**src/rtl/ila_pkg.sv**
```systemverilog
package ila_pkg;
  typedef enum logic [2:0] {
    ST_IDLE,
    ST_LSCAN,
    ST_LPICK,
    ST_ISCAN,
    ST_IPICK
  } ila_state_e;

  localparam logic CMD_RESERVE = 1'b0;
  localparam logic CMD_USE     = 1'b1;
endpackage

```
**src/rtl/ila_min_track.sv**
```systemverilog
module ila_min_track #(
  parameter int IDX_W = 3,
  parameter int VAL_W = 8
) (
  input  logic             clk,
  input  logic             rst,
  input  logic             clear,
  input  logic             step,
  input  logic [IDX_W-1:0] idx,
  input  logic [VAL_W-1:0] val,
  input  logic             skip,
  output logic             found,
  output logic [IDX_W-1:0] best_idx
);
  logic [VAL_W-1:0] best_val;

  always_ff @(posedge clk) begin
    if (rst || clear) begin
      found    <= 1'b0;
      best_idx <= '0;
      best_val <= '0;
    end else if (step && !skip && (!found || val < best_val)) begin
      found    <= 1'b1;
      best_idx <= idx;
      best_val <= val;
    end
  end
endmodule

```
**src/rtl/ila_link_tab.sv**
```systemverilog
module ila_link_tab #(
  parameter int NLINK = 8,
  parameter int CNT_W = 8,
  parameter int IRQ_W = 4,
  localparam int LIDX_W = $clog2(NLINK)
) (
  input  logic              clk,
  input  logic              rst,
  input  logic [LIDX_W-1:0] rd_idx,
  output logic [CNT_W-1:0]  rd_cnt,
  input  logic [LIDX_W-1:0] sel_idx,
  output logic [IRQ_W:0]    sel_rte,
  input  logic              inc_en,
  input  logic              bind_en,
  input  logic [IRQ_W-1:0]  bind_irq
);
  localparam logic [IRQ_W:0] UNROUTED = {1'b1, {IRQ_W{1'b0}}};

  logic [CNT_W-1:0] use_q [NLINK];
  logic [IRQ_W:0]   rte_q [NLINK];

  always_ff @(posedge clk) begin
    if (rst) begin
      for (int i = 0; i < NLINK; i++) begin
        use_q[i] <= '0;
        rte_q[i] <= UNROUTED;
      end
    end else begin
      if (inc_en)  use_q[sel_idx] <= use_q[sel_idx] + 1'b1;
      if (bind_en) rte_q[sel_idx] <= {1'b0, bind_irq};
    end
  end

  assign rd_cnt  = use_q[rd_idx];
  assign sel_rte = rte_q[sel_idx];
endmodule

```
**src/rtl/ila_irq_tab.sv**
```systemverilog
module ila_irq_tab #(
  parameter int              NIRQ        = 16,
  parameter int              CNT_W       = 8,
  parameter logic [NIRQ-1:0] PERMIT_MASK = 16'hDEF8,
  localparam int IIDX_W = $clog2(NIRQ)
) (
  input  logic              clk,
  input  logic              rst,
  input  logic [IIDX_W-1:0] rd_idx,
  output logic [CNT_W-1:0]  rd_cnt,
  input  logic [IIDX_W-1:0] cmd_idx,
  output logic [CNT_W-1:0]  cmd_cnt,
  input  logic              mark_en,
  input  logic [IIDX_W-1:0] mark_idx,
  input  logic              inc_en,
  input  logic [IIDX_W-1:0] inc_idx
);
  localparam logic [CNT_W-1:0] MARK = '1;

  logic [CNT_W-1:0] cnt_w [NIRQ];

  for (genvar g = 0; g < NIRQ; g++) begin : g_ent
    localparam logic [IIDX_W-1:0] MY_IDX = IIDX_W'(g);
    localparam logic [CNT_W-1:0]  RST_V  = PERMIT_MASK[g] ? '0 : MARK;
    logic [CNT_W-1:0] ent_q;
    always_ff @(posedge clk) begin
      if (rst)                               ent_q <= RST_V;
      else if (mark_en && mark_idx == MY_IDX) ent_q <= MARK;
      else if (inc_en && inc_idx == MY_IDX)   ent_q <= ent_q + 1'b1;
    end
    assign cnt_w[g] = ent_q;
  end

  assign rd_cnt  = cnt_w[rd_idx];
  assign cmd_cnt = cnt_w[cmd_idx];
endmodule

```
**src/rtl/irq_link_alloc.sv**
```systemverilog
module irq_link_alloc #(
  parameter int              NLINK       = 8,
  parameter int              NIRQ        = 16,
  parameter int              CNT_W       = 8,
  parameter int              SLOT_W      = 5,
  parameter int              PIN_W       = 3,
  parameter int              FIX_OFS     = 4,
  parameter logic [NIRQ-1:0] PERMIT_MASK = 16'hDEF8,
  localparam int LIDX_W = $clog2(NLINK),
  localparam int IIDX_W = $clog2(NIRQ)
) (
  input  logic              clk,
  input  logic              rst,
  input  logic              req_valid,
  input  logic [SLOT_W-1:0] req_slot,
  input  logic [PIN_W-1:0]  req_pin,
  input  logic              fixed_map,
  input  logic              cmd_valid,
  input  logic              cmd_op,
  input  logic [IIDX_W-1:0] cmd_irq,
  output logic              busy,
  output logic              done,
  output logic [LIDX_W:0]   grant_link,
  output logic [IIDX_W-1:0] grant_irq,
  output logic              bind_valid,
  output logic [IIDX_W-1:0] bind_irq,
  output logic              route_fail,
  output logic              cmd_err
);
  import ila_pkg::*;

  localparam logic [CNT_W-1:0]  MARK     = '1;
  localparam logic [IIDX_W:0]   UNROUTED = {1'b1, {IIDX_W{1'b0}}};
  localparam int                SUM_W    = (SLOT_W > PIN_W ? SLOT_W : PIN_W) + 4;
  localparam logic [LIDX_W-1:0] LAST_L   = LIDX_W'(NLINK - 1);
  localparam logic [IIDX_W-1:0] LAST_I   = IIDX_W'(NIRQ - 1);

  ila_state_e        state_q;
  logic              cold_q, fixed_q;
  logic [LIDX_W-1:0] lptr_q, link_q, cur_link, sel_idx;
  logic [IIDX_W-1:0] iptr_q;
  logic [SUM_W-1:0]  fix_sum;
  logic [LIDX_W-1:0] fix_link;

  logic [CNT_W-1:0]  l_rd_cnt, i_rd_cnt, i_cmd_cnt;
  logic [IIDX_W:0]   sel_rte;
  logic              l_found, i_found;
  logic [LIDX_W-1:0] l_best;
  logic [IIDX_W-1:0] i_best;
  logic              l_clear, i_clear, l_step, i_step;
  logic              cmd_ok, mark_en, inc_en, l_inc, l_bind;
  logic [IIDX_W-1:0] inc_idx;

  assign fix_sum  = SUM_W'(FIX_OFS) + SUM_W'(req_slot) + SUM_W'(req_pin);
  assign fix_link = LIDX_W'(fix_sum % SUM_W'(NLINK));
  assign cur_link = fixed_q ? link_q : l_best;
  assign sel_idx  = (state_q == ST_LPICK) ? cur_link : link_q;

  always_comb begin
    cmd_ok = 1'b0;
    if (cold_q && state_q == ST_IDLE && !req_valid) begin
      if (cmd_op == CMD_USE) cmd_ok = (i_cmd_cnt < MARK - 1'b1);
      else                   cmd_ok = (i_cmd_cnt == '0) || (i_cmd_cnt == MARK);
    end
  end

  assign l_clear = (state_q == ST_IDLE) && req_valid;
  assign l_step  = (state_q == ST_LSCAN);
  assign i_clear = (state_q == ST_LPICK);
  assign i_step  = (state_q == ST_ISCAN);
  assign l_inc   = (state_q == ST_LPICK);
  assign l_bind  = (state_q == ST_IPICK) && i_found;
  assign mark_en = cmd_valid && cmd_ok && (cmd_op == CMD_RESERVE);
  assign inc_en  = (cmd_valid && cmd_ok && (cmd_op == CMD_USE)) || l_bind;
  assign inc_idx = l_bind ? i_best : cmd_irq;
  assign busy    = (state_q != ST_IDLE);

  ila_min_track #(.IDX_W(LIDX_W), .VAL_W(CNT_W)) u_ltrk (
    .clk(clk), .rst(rst), .clear(l_clear), .step(l_step),
    .idx(lptr_q), .val(l_rd_cnt), .skip(1'b0),
    .found(l_found), .best_idx(l_best)
  );

  ila_min_track #(.IDX_W(IIDX_W), .VAL_W(CNT_W)) u_itrk (
    .clk(clk), .rst(rst), .clear(i_clear), .step(i_step),
    .idx(iptr_q), .val(i_rd_cnt), .skip(i_rd_cnt == MARK),
    .found(i_found), .best_idx(i_best)
  );

  ila_link_tab #(.NLINK(NLINK), .CNT_W(CNT_W), .IRQ_W(IIDX_W)) u_ltab (
    .clk(clk), .rst(rst), .rd_idx(lptr_q), .rd_cnt(l_rd_cnt),
    .sel_idx(sel_idx), .sel_rte(sel_rte), .inc_en(l_inc),
    .bind_en(l_bind), .bind_irq(i_best)
  );

  ila_irq_tab #(.NIRQ(NIRQ), .CNT_W(CNT_W), .PERMIT_MASK(PERMIT_MASK)) u_itab (
    .clk(clk), .rst(rst), .rd_idx(iptr_q), .rd_cnt(i_rd_cnt),
    .cmd_idx(cmd_irq), .cmd_cnt(i_cmd_cnt), .mark_en(mark_en),
    .mark_idx(cmd_irq), .inc_en(inc_en), .inc_idx(inc_idx)
  );

  always_ff @(posedge clk) begin
    if (rst) begin
      state_q    <= ST_IDLE;
      cold_q     <= 1'b1;
      fixed_q    <= 1'b0;
      lptr_q     <= '0;
      iptr_q     <= '0;
      link_q     <= '0;
      done       <= 1'b0;
      grant_link <= '0;
      grant_irq  <= '0;
      bind_valid <= 1'b0;
      bind_irq   <= '0;
      route_fail <= 1'b0;
      cmd_err    <= 1'b0;
    end else begin
      done       <= 1'b0;
      bind_valid <= 1'b0;
      route_fail <= 1'b0;
      cmd_err    <= cmd_valid && !cmd_ok;
      unique case (state_q)
        ST_IDLE: begin
          if (req_valid) begin
            cold_q  <= 1'b0;
            fixed_q <= fixed_map;
            lptr_q  <= '0;
            link_q  <= fix_link;
            state_q <= fixed_map ? ST_LPICK : ST_LSCAN;
          end
        end
        ST_LSCAN: begin
          lptr_q <= lptr_q + 1'b1;
          if (lptr_q == LAST_L) state_q <= ST_LPICK;
        end
        ST_LPICK: begin
          link_q <= cur_link;
          iptr_q <= '0;
          if (sel_rte == UNROUTED) begin
            state_q <= ST_ISCAN;
          end else begin
            done       <= 1'b1;
            grant_link <= {1'b0, cur_link} + 1'b1;
            grant_irq  <= sel_rte[IIDX_W-1:0];
            state_q    <= ST_IDLE;
          end
        end
        ST_ISCAN: begin
          iptr_q <= iptr_q + 1'b1;
          if (iptr_q == LAST_I) state_q <= ST_IPICK;
        end
        ST_IPICK: begin
          done       <= 1'b1;
          grant_link <= {1'b0, link_q} + 1'b1;
          grant_irq  <= i_found ? i_best : '0;
          bind_valid <= i_found;
          bind_irq   <= i_best;
          route_fail <= !i_found;
          state_q    <= ST_IDLE;
        end
        default: state_q <= ST_IDLE;
      endcase
    end
  end
endmodule

```
**config.mk**
```make
export PLATFORM = sky130hd
export DESIGN_NAME = irq_link_alloc
export DESIGN_NICKNAME = d
export VERILOG_FILES = /design/src/rtl/ila_pkg.sv /design/src/rtl/ila_min_track.sv /design/src/rtl/ila_link_tab.sv /design/src/rtl/ila_irq_tab.sv /design/src/rtl/irq_link_alloc.sv
export SDC_FILE = /design/constraint.sdc
export NUM_CORES = 1
export LEC_CHECK = 0
export ABC_AREA = 0
export BUFFER_PORTS_ARGS = -buffer_cell sky130_fd_sc_hd__buf_4
export CORE_MARGIN = 2
export CORE_UTILIZATION = 45
export CTS_CLUSTER_DIAMETER = 150
export DETAILED_ROUTE_END_ITERATION = 10
export GPL_TIMING_DRIVEN = 1
export PLACE_DENSITY = 0.64
export SETUP_SLACK_MARGIN = 0.2
export SYNTH_ARGS = -nofsm -noshare
export SYNTH_HDL_FRONTEND = slang
export SYNTH_SLANG_ARGS = --single-unit
```
**constraint.sdc**
```tcl
create_clock -name clk -period 4.9 [get_ports clk]
set_clock_uncertainty 0.1 [all_clocks]
set_input_delay 0.735 -clock clk [delete_from_list [all_inputs] [get_ports clk]]
set_output_delay 0.735 -clock clk [all_outputs]
set_load 0.005 [all_outputs]
```
# Word-level counts from Yosys, hierarchy flattened
# Memory sizes are Yosys's and may differ from the RTL's. A register that Yosys moved wholly into a read port is not among the register bits.
# Index checks and enable logic that the tools add are counted.
# W data, S select, Z words.
[totals]
reg_bits = 184
ramBits = 104
output_inout_bits = 17
word_cells = 266
memories = 2
[op_classes]
n_addsub = 23
n_lt_le_gt_ge = 5
eq_ne = 43
mux = 67
bitwise = 4
n_reduce_logical = 87
[mem_list]
columns = ["name", "depth", "word_bits", "rd", "rd_clocked_by_memory_dff", "write_ports", "line", "text"]
rows = [
  ["u_ltab.use_q", 8, 8, 2, 1, 8, "ila_link_tab.sv:19", "logic [CNT_W-1:0] use_q [NLINK];"],
  ["u_ltab.rte_q", 8, 5, 1, 0, 8, "ila_link_tab.sv:20", "logic [IRQ_W:0] rte_q [NLINK];"],
]
[op_table]
columns = ["cell", "count"]
rows = [
  ["$mux W8", 27],
  ["$add A8 B1 Y8 const B", 17],
  ["$eq A4 B4 Y1 const B", 17],
  ["$bmux W8 S4", 2],
  ["$logic_and A1 B1 Y1", 43],
  ["$mux W3", 11],
  ["$eq A4 B3 Y1 const B", 8],
  ["$reduce_bool A2 Y1", 15],
  ["$pmux W4 S2", 3],
  ["$eq A4 B2 Y1 const B", 4],
  ["$eq A8 B8 Y1 const B", 2],
  ["$lt A8 B8 Y1", 2],
  ["$mux W4", 4],
  ["$mux W1", 13],
  ["$pmux W3 S2", 2],
  ["$pmux W3 S4", 1],
  ["$reduce_or A2 Y1", 6],
  ["$ge A5 B5 Y1 const B", 2],
  ["$not A4 Y5", 2],
  ["$add A3 B1 Y4 const B", 2],
  ["$eq A4 B1 Y1 const B", 2],
  ["$logic_not A4 Y1", 2],
  ["$logic_not A8 Y1", 1],
  ["$lt A8 B8 Y1 const B", 1],
  ["other kinds (22)", 40],
]

# Depth between registers and ports, before layout
# Gate-level depths: netlist of run 1.
[depth]
depth_word = 14
mapped_depth = 14
depth_no_buf = 11

# Hierarchy
# From an unflattened synthesis of run 1, not the netlist that was laid out.
[hier_totals]
cells_unflattened = 1583
hier_area_um2 = 16193.0
[by_module_without_submodules]
columns = ["mod", "n_inst", "cells_per_inst", "area_per_inst_um2", "seq_area_each_um2"]
rows = [
  ["ila_irq_tab", 1, 821, 7848.8, 2562.5],
  ["ila_link_tab", 1, 394, 5332.6, 3042.9],
  ["irq_link_alloc", 1, 210, 1635.3, 620.6],
  ["ila_min_track (u_itrk)", 1, 81, 706.9, 260.2],
  ["ila_min_track (u_ltrk)", 1, 77, 669.4, 240.2],
]

# Least setup slack after synthesis of run 1
# Ideal clock, no wire load.
[synth_path]
path_kind = "register to register"
startpoint = "register iptr_q[1]"
endpoint = "register u_itrk.best_idx[3]"
setup_ns = 0.128
arrival_time_ns = 3.700
path_slack_ns = 0.973
stages_incl_launch_ff = 15
n_path_buf = 4
cell_sequence = "dfxtp_1 buf_2 buf_2 clkbuf_1 mux4_2 mux4_2 ha_1 a21oi_1 nor2b_1 o21ai_0 nand2b_1 a211oi_1 buf_2 mux2i_1 nor2_1"
[synth_between]
elab_chain_cells = 8
word_cells_on_any_way = 10
[synth_lines]
columns = ["element", "line", "text"]
rows = [
  ["from (decl)", "irq_link_alloc.sv:41", "logic [IIDX_W-1:0] iptr_q;"],
  ["from (signal assigned)", "irq_link_alloc.sv:149", "iptr_q <= iptr_q + 1'b1;"],
  ["$not A4 Y5 (implied by the code) *", "ila_irq_tab.sv:34", "assign rd_cnt = cnt_w[rd_idx];"],
  ["$bmux W8 S4 *", "ila_irq_tab.sv:34", ""],
  ["$mux W8 (implied by the code) * (2 in series)", "ila_irq_tab.sv:34", ""],
  ["via i_rd_cnt[5]", "irq_link_alloc.sv:45", "logic [CNT_W-1:0] l_rd_cnt, i_rd_cnt, i_cmd_cnt;"],
  ["parallel branches: the longest is 3 deep, another holds $lt A8 B8 Y1", "--", ""],
  ["$logic_and A1 B1 Y1 *", "ila_min_track.sv:22", "end else if (step && !skip && (!found || val < best_val)) begin"],
  ["to (signal assigned)", "ila_min_track.sv:24", "best_idx <= idx;"],
  ["to (decl)", "ila_min_track.sv:13", "output logic [IDX_W-1:0] best_idx"],
]
# Mark *: on every way through the listed nets, which the timed path passes. The select of a mux whose other input is x is not followed.
# A chain may end at the register's enable or synchronous reset.

==> results of run 1 <==
## through the flow
step / hold slack (ns) / utilization, % / std cells / setup WS (ns) / power (mW)
2_1_floorplan: 0.334 / - / 1621 / 0.973 / 3.37
3_3_place_gp: 0.346 / 47.9 / 2054 / 0.536 / 3.66
3_5_place_dp: 0.351 / 47.9 / 2054 / 0.515 / 3.68
4_1_cts: 0.364 / 50.9 / 2116 / 0.783 / 6.14
5_1_grt: 0.387 / 50.9 / 2116 / 0.446 / 6.32
6_report: 0.359 / 50.9 / 2117 / 0.755 / 6.10
## state kept, by name, indices dropped and copies added, names as in the netlist, 3 cells and up, named ones only
| register | cells |
|---|---|
| grant_link | 4 |
| iptr_q | 4 |
| state_q | 3 |
| grant_irq | 4 |
| u_ltrk.best_val | 8 |
| u_ltab.use_q | 64 |
| link_q | 3 |
| u_itrk.best_val | 8 |
| bind_irq | 4 |
| u_ltrk.best_idx | 3 |
| u_ltab.rte_q | 40 |
| lptr_q | 3 |
| u_itab.g_ent.ent_q | 128 |
| u_itrk.best_idx | 4 |
## power breakdown
| part | leakage, nW | total (mW) | switching, mW | internal, mW |
|---|---|---|---|---|
| Clock | 0.537 | 2.46 | 1.03 | 1.43 |
| Combinational | 3.40 | 1.00 | 0.604 | 0.396 |
| Sequential | 2.57 | 2.64 | 0.0780 | 2.56 |
## Yosys cell counts, types with 20 or more instances
| master | n |
|---|---|
| nor3_1 | 33 |
| a311oi_1 | 20 |
| edfxtp_1 | 96 |
| dfxtp_1 | 195 |
| a22oi_1 | 21 |
| clkbuf_1 | 72 |
| mux4_2 | 90 |
| xor2_1 | 33 |
| nor2_1 | 167 |
| and3_1 | 66 |
| inv_1 | 26 |
| ha_1 | 38 |
| nand4_1 | 22 |
| nand2b_1 | 26 |
| xnor2_1 | 54 |
| and2_1 | 24 |
| nand3_1 | 78 |
| o21ai_1 | 35 |
| nand2_1 | 135 |
| a21oi_1 | 73 |
| mux2i_1 | 52 |
## worst register-to-register path, cell delays in order (launching register included)
cell and delay (ns):
dfxtp_1 0.47, nor4b_4 0.60, mux2i_2 0.27, buf_4 0.37, and3_1 0.48, a22o_1 0.23
o22ai_1 0.11, nor4_1 0.48, nand3b_1 0.17, xor2_1 0.52, nor2_1 0.09
## cells by family after synthesis
logic type,count (synthesis),share of synthesized area (%)
xor gates and xnor gates,87,4.65
AOI/OAI and AO/OA,276,11.3
and+or+nand+nor,638,19.4
muxes,163,17.1
adders and majority gates,38,2.90
buffers and inverters,128,3.18
DFF,291,41.4
## path summary, 6_finish.rpt
path | from | end | slack [ns]
setup / recovery | state_q[1]$_SDFFE_PP0P_ | u_ltab.use_q[6][7]$_SDFFCE_PN0P_ | 0.76
hold / removal | bind_irq[2]$_SDFFE_PP0P_ | bind_irq[2]$_SDFFE_PP0P_ | 0.36
setup reg to reg | state_q[1]$_SDFFE_PP0P_ | u_ltab.use_q[6][7]$_SDFFCE_PN0P_ | 0.76
hold reg to reg | bind_irq[2]$_SDFFE_PP0P_ | bind_irq[2]$_SDFFE_PP0P_ | 0.36
## routing by layer
layer	share of wire, %	GRT usage (%)	vias to the layer above	wire [um]
li1	-	-	6102	-
met1	43	31.6	6453	19300
met2	47	38.6	490	21000
met3	6.7	3.77	105	3040
met4	3.9	9.73	2	1740
met5	0.029	0	-	13
## area by class of cell
cell class                 instances  area, um^2  area share [%]
antenna                            1        2.50          0.0138
inverter                          28         105           0.578
multi-input combinational       1202        9100            50.0
tap                              461         577            3.17
timing repair buffer              72         541            2.97
clock inverter                    10        67.6           0.371
clock buffer                      52        1010            5.55
sequential                       291        6790            37.3
==> impl_metrics.toml, run 1 <==
[critical_path]
cpMaxStageDelayCell = "nor4b_4"
r2r_cells = 10
critPathArrivalTime_ns = 4.30
critPathLaunchType = "flop"
crit_family = "simple AND/OR/NAND/NOR gates"
worstPathMaxFanout = 26
setup.worst_path.end_class = "flop"
crit_chain = "nor4b_4 -> mux2i_2 -> buf_4 -> and3_1 -> a22o_1 -> o22ai_1 -> nor4_1 -> nand3b_1 -> xor2_1 -> nor2_1"
worstPathRequired_ns = 5.05
path_depth = 10
cp_num_buf_inv = 1
criticalPathCategory = "reg -> reg"
cp_slowest_stage_delay_ns = 0.59

[cts]
cts_sinks = 291
clockBufferDepth = 3
postCtsSetupBuffers = 0
htree_levels = 2
clk_latency_ns = 0.53
holdBufCountCts = 0
cts_made_buffers = 34
clkTransAtPathRegs_ns = 0.06
cts_tree = "built"
post_cts_resized = 0
clock-root-buffer = "clkbuf_16"

[timing]
drv_slew = 0
setup_viol = 0
slew_headroom_pct = 29.6
finalCritPeriodShare_pct = 84.6
final.setup.tns_ns = 0
max_slew.worst_pin.slew_ns = 1.06
finalHoldViolCount = 0
fmax_ghz = 0.241
finalCriticalPeriod_ns = 4.14
rsz0062_at_grt = "no"

[placement]
gp_congestion = 0.909
placed_area_mm2 = 0.0171
port_buffers = 32
hpwlAfterDp_um = 32400

[route]
ant_nets = 0
vias = 13152
drc = 0
via_per_inst = 6.21
first_pass_iters = 7
routed_wl_um = 45100
wl_per_cell_um = 21.3
drt_iter0_markers = 1296

[grt]
grt_pass1_vias = 12709
overflow = 0
grt_max_degree = 61
grt_pass1_wl_um = 71500
antenna_found_initial = 1
gr-usage-all-layers_pct = 23.7

[die]
ios = 35
die_h_um = 195
die_w_um = 195
start_util_pct = 45.9
dieArea_mm2 = 0.0380
rows = 69
core_area_mm2 = 0.0357

[final_layout]
fillers = 3284
fin_area_mm2 = 0.0182
area_growth_pct = 11.0
final_common_cell = "dfxtp_1"
final_cell_mix = "193 x dfxtp_1, 167 x nor2_1, 135 x nand2_1"
drive_gt1_share_pct = 15.5
fin_nets = 1685

[logic_synthesis]
synth_edf_count = 96
synth_fp_nets = 1677
synth_ff_type = "dfxtp_1"
syn_area_mm2 = 0.0164
ys_warn_count = 0
synth.distinct_cells = 72
syn_inst = 1621
synth_area_leaders = "dfxtp_1 24%, edfxtp_1 18%, mux4_2 12%"
yosysTopAreaCellShare_pct = 23.8
yosysTopAreaCell = "dfxtp_1"
async_flop_share_pct = 0
ys_seq_elements = 291
synth.avg_cell_area_um2 = 10.1
synth-seq-area-share_pct = 41.4

[hold_path]
hp-class = "reg -> reg"
hold_depth = 2

[power]
power_density_mw_per_mm2 = 335
peakVddDrop_v = 0.000225
leakagePower_nw = 6.51

[job]
cap_violations = 0

[outcome]
status = "finished, final reports clean"
No activity file was read; power rests on OpenSTA's default activity.
==> inputs of run 2 (changes only) <==
- ABC_AREA: 0 -> 1
- clock period: 4.9 -> 4.3 ns (I/O delays scaled with it)
==> run 2 against run 1 <==
  * Non-clock buffer count shrank 6
  * Synthesized cell count grew 60%
  * Die area grew 7.2%
  * Clock power grew 29%
  * Via count grew 30%
  * Power grew 31%
  * Critical path type unchanged
  * Critical endpoint is now u_ltab.use_q[4][6]$_SDFFCE_PN0P_
  * Highest routed layer is now met4
==> impl_metrics.toml, run 2 <==
[cts]
cts_sinks = 291
htree_levels = 2
clock-root-buffer = "clkbuf_16"
holdBufCountCts = 0
cts_made_buffers = 35
clockBufferDepth = 3
cts_tree = "built"
clkTransAtPathRegs_ns = 0.06
clk_latency_ns = 0.57

[die]
core_area_mm2 = 0.0386
dieArea_mm2 = 0.0407
die_w_um = 202
ios = 35
rows = 72
start_util_pct = 45.5
die_h_um = 202

[final_layout]
fillers = 3868
top_register = "u_itab.g_ent.ent_q"
final_cell_mix = "665 x nand2_1, 416 x nor2_1, 232 x nand3_1"
final_common_cell = "nand2_1"
area_growth_pct = 11.0
multi_input_area_mm2 = 0.00937
diodes = 0
drive_gt1_share_pct = 6.80
largest_reg_flops = 128
fin_area_mm2 = 0.0195
fin_nets = 2645
reg.largest.list = "u_itab.g_ent.ent_q (128), u_ltab.use_q (64), u_ltab.rte_q (40)"
seq_area_mm2 = 0.00679

[route]
drt_iter0_markers = 1398
wl_per_cell_um = 16.9
ant_nets = 0
vias = 17112
first_pass_iters = 6
drc = 0
via_per_inst = 5.46
routed_wl_um = 52900

[critical_path]
rr_endpoint = "u_ltab.use_q[4][6]$_SDFFCE_PN0P_"
r2r_cells = 17
crit_path_start = "state_q[0]$_SDFFE_PP0P_"
cp_common_cell = "nand2_1"
criticalPathCategory = "reg -> reg"
reg2reg_from = "state_q[0]$_SDFFE_PP0P_"
crit_chain = "inv_1 -> nand3_4 -> inv_2 -> nand2_1 -> nand2_4 -> inv_2 -> nand3_2 -> inv_2 -> a211oi_1 -> nand2_1 -> ha_1 -> inv_1 -> nor2_4 -> nand2_1 -> o21bai_1 -> nand2_1 -> nor2_1"
setup.worst_path.end_class = "flop"
cp_slowest_stage_delay_ns = 0.52
crit_end = "u_ltab.use_q[4][6]$_SDFFCE_PN0P_"
cpMaxStageDelayCell = "a211oi_1"
regToRegSetupSlack_ns = 0.53
critPathArrivalTime_ns = 3.96
worstPathMaxFanout = 10
worstPathRequired_ns = 4.49
critPathLaunchType = "flop"

[placement]
gp_congestion = 0.910
hpwlAfterDp_um = 37500
placed_area_mm2 = 0.0183
port_buffers = 32

[timing]
finalHoldViolCount = 0
finalCritPeriodShare_pct = 87.7
fmax_ghz = 0.265
final.setup.tns_ns = 0
max_slew.worst_pin.slew_ns = 0.851
slew_headroom_pct = 43.2
rsz0062_at_grt = "no"
drv_slew = 0
setup_viol = 0
finalCriticalPeriod_ns = 3.77

[logic_synthesis]
synth.distinct_cells = 48
ys_seq_elements = 291
syn_area_mm2 = 0.0176
synthTopCellsByCount = "665 x nand2_1, 416 x nor2_1, 233 x inv_1, 232 x nand3_1, 195 x dfxtp_1"
synth_fp_nets = 2646
yosysMostFrequentCell = "nand2_1"
ys_warn_count = 0
async_flop_share_pct = 0
synth_area_leaders = "dfxtp_1 22%, edfxtp_1 16%, nand2_1 14%"
synth-seq-area-share_pct = 38.6
synth_edf_count = 96
syn_inst = 2590
yosysTopAreaCellShare_pct = 22.2
synth.avg_cell_area_um2 = 6.80
yosysTopAreaCell = "dfxtp_1"
synth_ff_type = "dfxtp_1"

[power]
peakVddDrop_v = 0.000344
switchingPower_mw = 2.59
pwr-share-comb_pct = 22.2
leakagePower_nw = 8.81
power.share.sequential_pct = 38.1
p_int_mw = 5.39
power_density_mw_per_mm2 = 409
clockPowerShare_pct = 39.7
p_sw_share_pct = 32.5

[grt]
grt_use_met1_pct = 33.5
overflow = 0
grt_max_degree = 66
busiest_layer = "met2"
met2_usage_pct = 43.0
grt_pass1_vias = 15718
antenna_found_initial = 0
gr-usage-all-layers_pct = 25.8
grt_use_met3_pct = 3.61
grt_pass1_wl_um = 83900

[job]
cap_violations = 0

[outcome]
status = "finished, final reports clean"

[hold_path]
hp-class = "in -> reg"
[run 2: metal layers]
metal	share of wire, %	up-vias
li1	-	8448
met1	43	7935
met2	46	613
met3	6.7	116
met4	3.8	0
met5	0	-
[run 2: worst min-delay path by stage]
stage / start / to / slack (ns) / cells after the start
finish: fixed_map / fixed_q$_SDFFE_PP0P_ / 0.26 / 3
global placement: u_ltrk.best_val[3]$_SDFFE_PP0P_ / u_ltrk.best_val[3]$_SDFFE_PP0P_ / 0.34 / 2
floorplan: u_itrk.found$_SDFFE_PP0P_ / route_fail$_SDFF_PP0_ / 0.32 / 1
detailed placement: u_ltab.rte_q[0][4]$_SDFFE_PP0P_ / u_ltab.rte_q[0][4]$_SDFFE_PP0P_ / 0.35 / 2
global route: cmd_valid / cmd_err$_SDFF_PP0_ / 0.28 / 3
CTS: fixed_map / fixed_q$_SDFFE_PP0P_ / 0.23 / 3
[run 2: power groups by stage]
stage	clock network [mW]	registers, mW	logic, mW
floorplan	0	3.08	1.19
global placement	0	3.10	1.71
detailed placement	0	3.10	1.74
CTS	3.23	3.04	1.74
global route	3.33	3.06	1.95
finish	3.17	3.04	1.77
[run 2: worst max-delay path: cells and delay by family, from the launching register on]
| family | cells | cell delay, ns |
|---|---|---|
| DFF | 1 | 0.31 |
| adders and majority gates | 1 | 0.29 |
| buffers and inverters | 5 | 0.67 |
| AOI/OAI and AO/OA | 2 | 0.58 |
| and+or+nand+nor | 9 | 1.53 |
[run 2: cells by family after synthesis]
| kind of cell | after synthesis | synth area share [%] |
|---|---|---|
| XOR/XNOR | 92 | 4.66 |
| AND/OR/NAND/NOR | 1393 | 32.7 |
| buffers and inverters | 363 | 8.29 |
| AO/OA/AOI/OAI | 413 | 13.1 |
| adder cells (fa/ha/maj) | 38 | 2.70 |
| flip-flops | 291 | 38.6 |
[run 2: timing repair]
action | in CTS | in global routing
buffers inserted | 0 | 0
setup endpoints to repair | 0 | 1
gates resized for setup | 0 | 1
[run 2: through the flow]
stage | cells | util, % | power (mW) | hold slack, ns | setup slack, ns
4_1_cts | 3134 | 50.5 | 8.02 | 0.230 | 0.513
2_1_floorplan | 2590 | - | 4.27 | 0.321 | 1.32
5_1_grt | 3134 | 50.5 | 8.34 | 0.278 | 0.304
3_3_place_gp | 3070 | 47.4 | 4.80 | 0.342 | 0.515
6_report | 3134 | 50.5 | 7.99 | 0.259 | 0.530
3_5_place_dp | 3070 | 47.4 | 4.84 | 0.354 | 0.437
[run 2: cell type report]
type	count	share of cell area, %
multi-input cells	1936	48.0
flip-flops and latches	291	34.8
clock buffers	51	5.24
inverters	259	4.99
well taps	518	3.32
repair buffers	66	2.73
clock inverters	13	1.02
==> inputs of run 3 (changes only) <==
==> constraint.sdc (replaced) <==
create_clock -name clk -period 4.3 [get_ports clk]
set_clock_uncertainty 0.1 [all_clocks]
set_input_delay 0.86 -clock clk [delete_from_list [all_inputs] [get_ports clk]]
set_output_delay 0.86 -clock clk [all_outputs]
set_load 0.005 [all_outputs]
==> run 3 against run 2 <==
  * Sequential share of layout area increased by 0.22 points
  * Count of clock-buffer cells in the layout increased by 1
  * Sequential cell count unchanged
  * Wire length decreased by 0.16%
  * Worst hold slack improved by 0.098 ns
  * Critical path depth decreased by 3
  * Combinational power decreased by 2%
  * Power decreased by 4.3%
  * Critical path type unchanged
  * Largest cell class unchanged
  * Largest power group is now sequential cells
==> impl_metrics.toml, run 3 (same netlist as run 2, synthesis figures left out) <==
[outcome]
status = "finished, final reports clean"

[route]
routed_wl_um = 52900
wl_per_cell_um = 16.9
drt_iter0_markers = 1624
drc = 0
via_per_inst = 5.43
vias = 17043
ant_nets = 0
first_pass_iters = 5

[timing]
max_slew.worst_pin.slew_ns = 0.826
slew_headroom_pct = 44.7
finalCriticalPeriod_ns = 3.80
final.setup.tns_ns = 0
drv_slew = 0
hold_ws_ns = 0.357
rsz0062_at_grt = "no"
finalCritPeriodShare_pct = 88.3
setup_ws_ns = 0.501
setup_viol = 0
fmax_ghz = 0.263
finalHoldViolCount = 0

[cts]
cts_tree = "built"
cts_made_buffers = 35
postCtsSetupBuffers = 0
clkTransAtPathRegs_ns = 0.06
post_cts_resized = 0
clk_latency_ns = 0.57
cts_sinks = 291
htree_levels = 2
holdBufCountCts = 0
clockBufferDepth = 3
clock-root-buffer = "clkbuf_16"

[critical_path]
r2r_cells = 14
path_depth = 14
critPathLaunchType = "flop"
cp_slowest_stage_delay_ns = 0.56
crit_end = "u_ltab.use_q[4][2]$_SDFFCE_PN0P_"
reg2reg_from = "state_q[0]$_SDFFE_PP0P_"
criticalPathCategory = "reg -> reg"
cp_common_cell = "inv_2"
worstPathRequired_ns = 4.50
crit_path_start = "state_q[0]$_SDFFE_PP0P_"
cp_num_buf_inv = 5
crit_chain = "inv_1 -> nand3_4 -> inv_2 -> nand2_1 -> nand2_4 -> inv_2 -> nand3_2 -> inv_2 -> a211oi_1 -> nand2_1 -> ha_1 -> inv_1 -> xor2_1 -> nor2_1"
critPathArrivalTime_ns = 4.00
regToRegSetupSlack_ns = 0.50
worstPathMaxFanout = 10
cpMaxStageDelayCell = "xor2_1"
crit_family = "simple AND/OR/NAND/NOR gates"
setup.worst_path.end_class = "flop"
rr_endpoint = "u_ltab.use_q[4][2]$_SDFFCE_PN0P_"

[final_layout]
diodes = 0
postLayoutCoreUtil_pct = 50.2
fin_area_mm2 = 0.0194
top_register = "u_itab.g_ent.ent_q"
final_common_cell = "nand2_1"
fin_nets = 2648
drive_gt1_share_pct = 6.72
area_growth_pct = 10.3
fin_cells = 3137
largest_reg_flops = 128
reg.largest.list = "u_itab.g_ent.ent_q (128), u_ltab.use_q (64), u_ltab.rte_q (40)"
final_cell_mix = "665 x nand2_1, 416 x nor2_1, 232 x nand3_1"

[power]
p_int_mw = 5.09
clockPowerShare_pct = 37.4
p_sw_share_pct = 33.3
peakVddDrop_v = 0.000334
switchingPower_mw = 2.55
power_density_mw_per_mm2 = 394
power.share.sequential_pct = 39.9
leakagePower_nw = 8.77
pwr-share-comb_pct = 22.7
finalPower_mw = 7.64

[grt]
grt_pass1_vias = 15848
gr-usage-all-layers_pct = 25.7
grt_max_degree = 66
grt_pass1_wl_um = 83500
overflow = 0
antenna_found_initial = 0

[placement]
hpwlAfterDp_um = 37700
gp_congestion = 0.893
dp_slack_ns = 0.352
dp.cells = 3073
placed_area_mm2 = 0.0183
port_buffers = 32

[die]
dieArea_mm2 = 0.0407
start_util_pct = 45.5
rows = 72
die_w_um = 202
core_area_mm2 = 0.0386
die_h_um = 202
ios = 35

[job]
cap_violations = 0

[hold_path]
hp-class = "reg -> reg"
[run 3: changes by cell type in the layout (fill, tap and decap cells not counted)]
cell,previous run,this run
xor2_2,1,0
clkinvlp_4,1,0
clkbuf_4,2,0
clkbuf_8,8,5
clkbuf_2,0,2
clkbuf_1,6,10
clkinv_2,3,7
xor2_1,81,82
buf_4,63,66
bufinv_16,4,0
[run 3: how the worst min path moves through the flow]
stage                                     from                         endpoint  slack (ns)  depth (start not counted)
2_1_floorplan        u_itrk.found$_SDFFE_PP0P_            route_fail$_SDFF_PP0_        0.32                          1
5_1_grt        u_ltab.rte_q[4][4]$_SDFFE_PP0P_  u_ltab.rte_q[4][4]$_SDFFE_PP0P_        0.37                          2
6_report       u_ltab.rte_q[0][4]$_SDFFE_PP0P_  u_ltab.rte_q[0][4]$_SDFFE_PP0P_        0.36                          2
3_3_place_gp   u_ltab.rte_q[0][4]$_SDFFE_PP0P_  u_ltab.rte_q[0][4]$_SDFFE_PP0P_        0.34                          2
4_1_cts        u_ltab.rte_q[0][4]$_SDFFE_PP0P_  u_ltab.rte_q[0][4]$_SDFFE_PP0P_        0.36                          2
3_5_place_dp   u_ltab.rte_q[0][4]$_SDFFE_PP0P_  u_ltab.rte_q[0][4]$_SDFFE_PP0P_        0.35                          2
[run 3: layout make-up]
| cell class | count | area (um^2) |
|---|---|---|
| inverter | 259 | 975 |
| fill | 3851 | 19200 |
| clock inverter | 12 | 91.3 |
| timing repair buffer | 69 | 556 |
| tap | 518 | 648 |
| clock buffer | 52 | 992 |
| sequential | 291 | 6790 |
| multi-input combinational | 1936 | 9360 |
[run 3: power groups by stage]
stage          registers (mW)  clock network, mW  logic (mW)
2_1_floorplan            3.08                  0        1.19
3_3_place_gp             3.10                  0        1.68
3_5_place_dp             3.10                  0        1.71
4_1_cts                  3.04               2.93        1.72
5_1_grt                  3.06               3.03        1.91
6_report                 3.05               2.86        1.73
[run 3: worst reg2reg max path: stages (launching register included)]
cell and delay (ns):
dfxtp_1 0.32, inv_1 0.14, nand3_4 0.19, inv_2 0.14
nand2_1 0.11, nand2_4 0.18, inv_2 0.09, nand3_2 0.18
inv_2 0.17, a211oi_1 0.50, nand2_1 0.38, ha_1 0.30
inv_1 0.11, xor2_1 0.56, nor2_1 0.08
[run 3: metal layers]
metal  global-route usage, %  vias to the layer above  part of all wire (%)
met5                       0                        -                     0
li1                        -                     8456                     -
met4                    10.2                        0                   3.3
met1                    32.7                     7839                    43
met3                    4.24                      128                   6.6
met2                    43.5                      620                    47
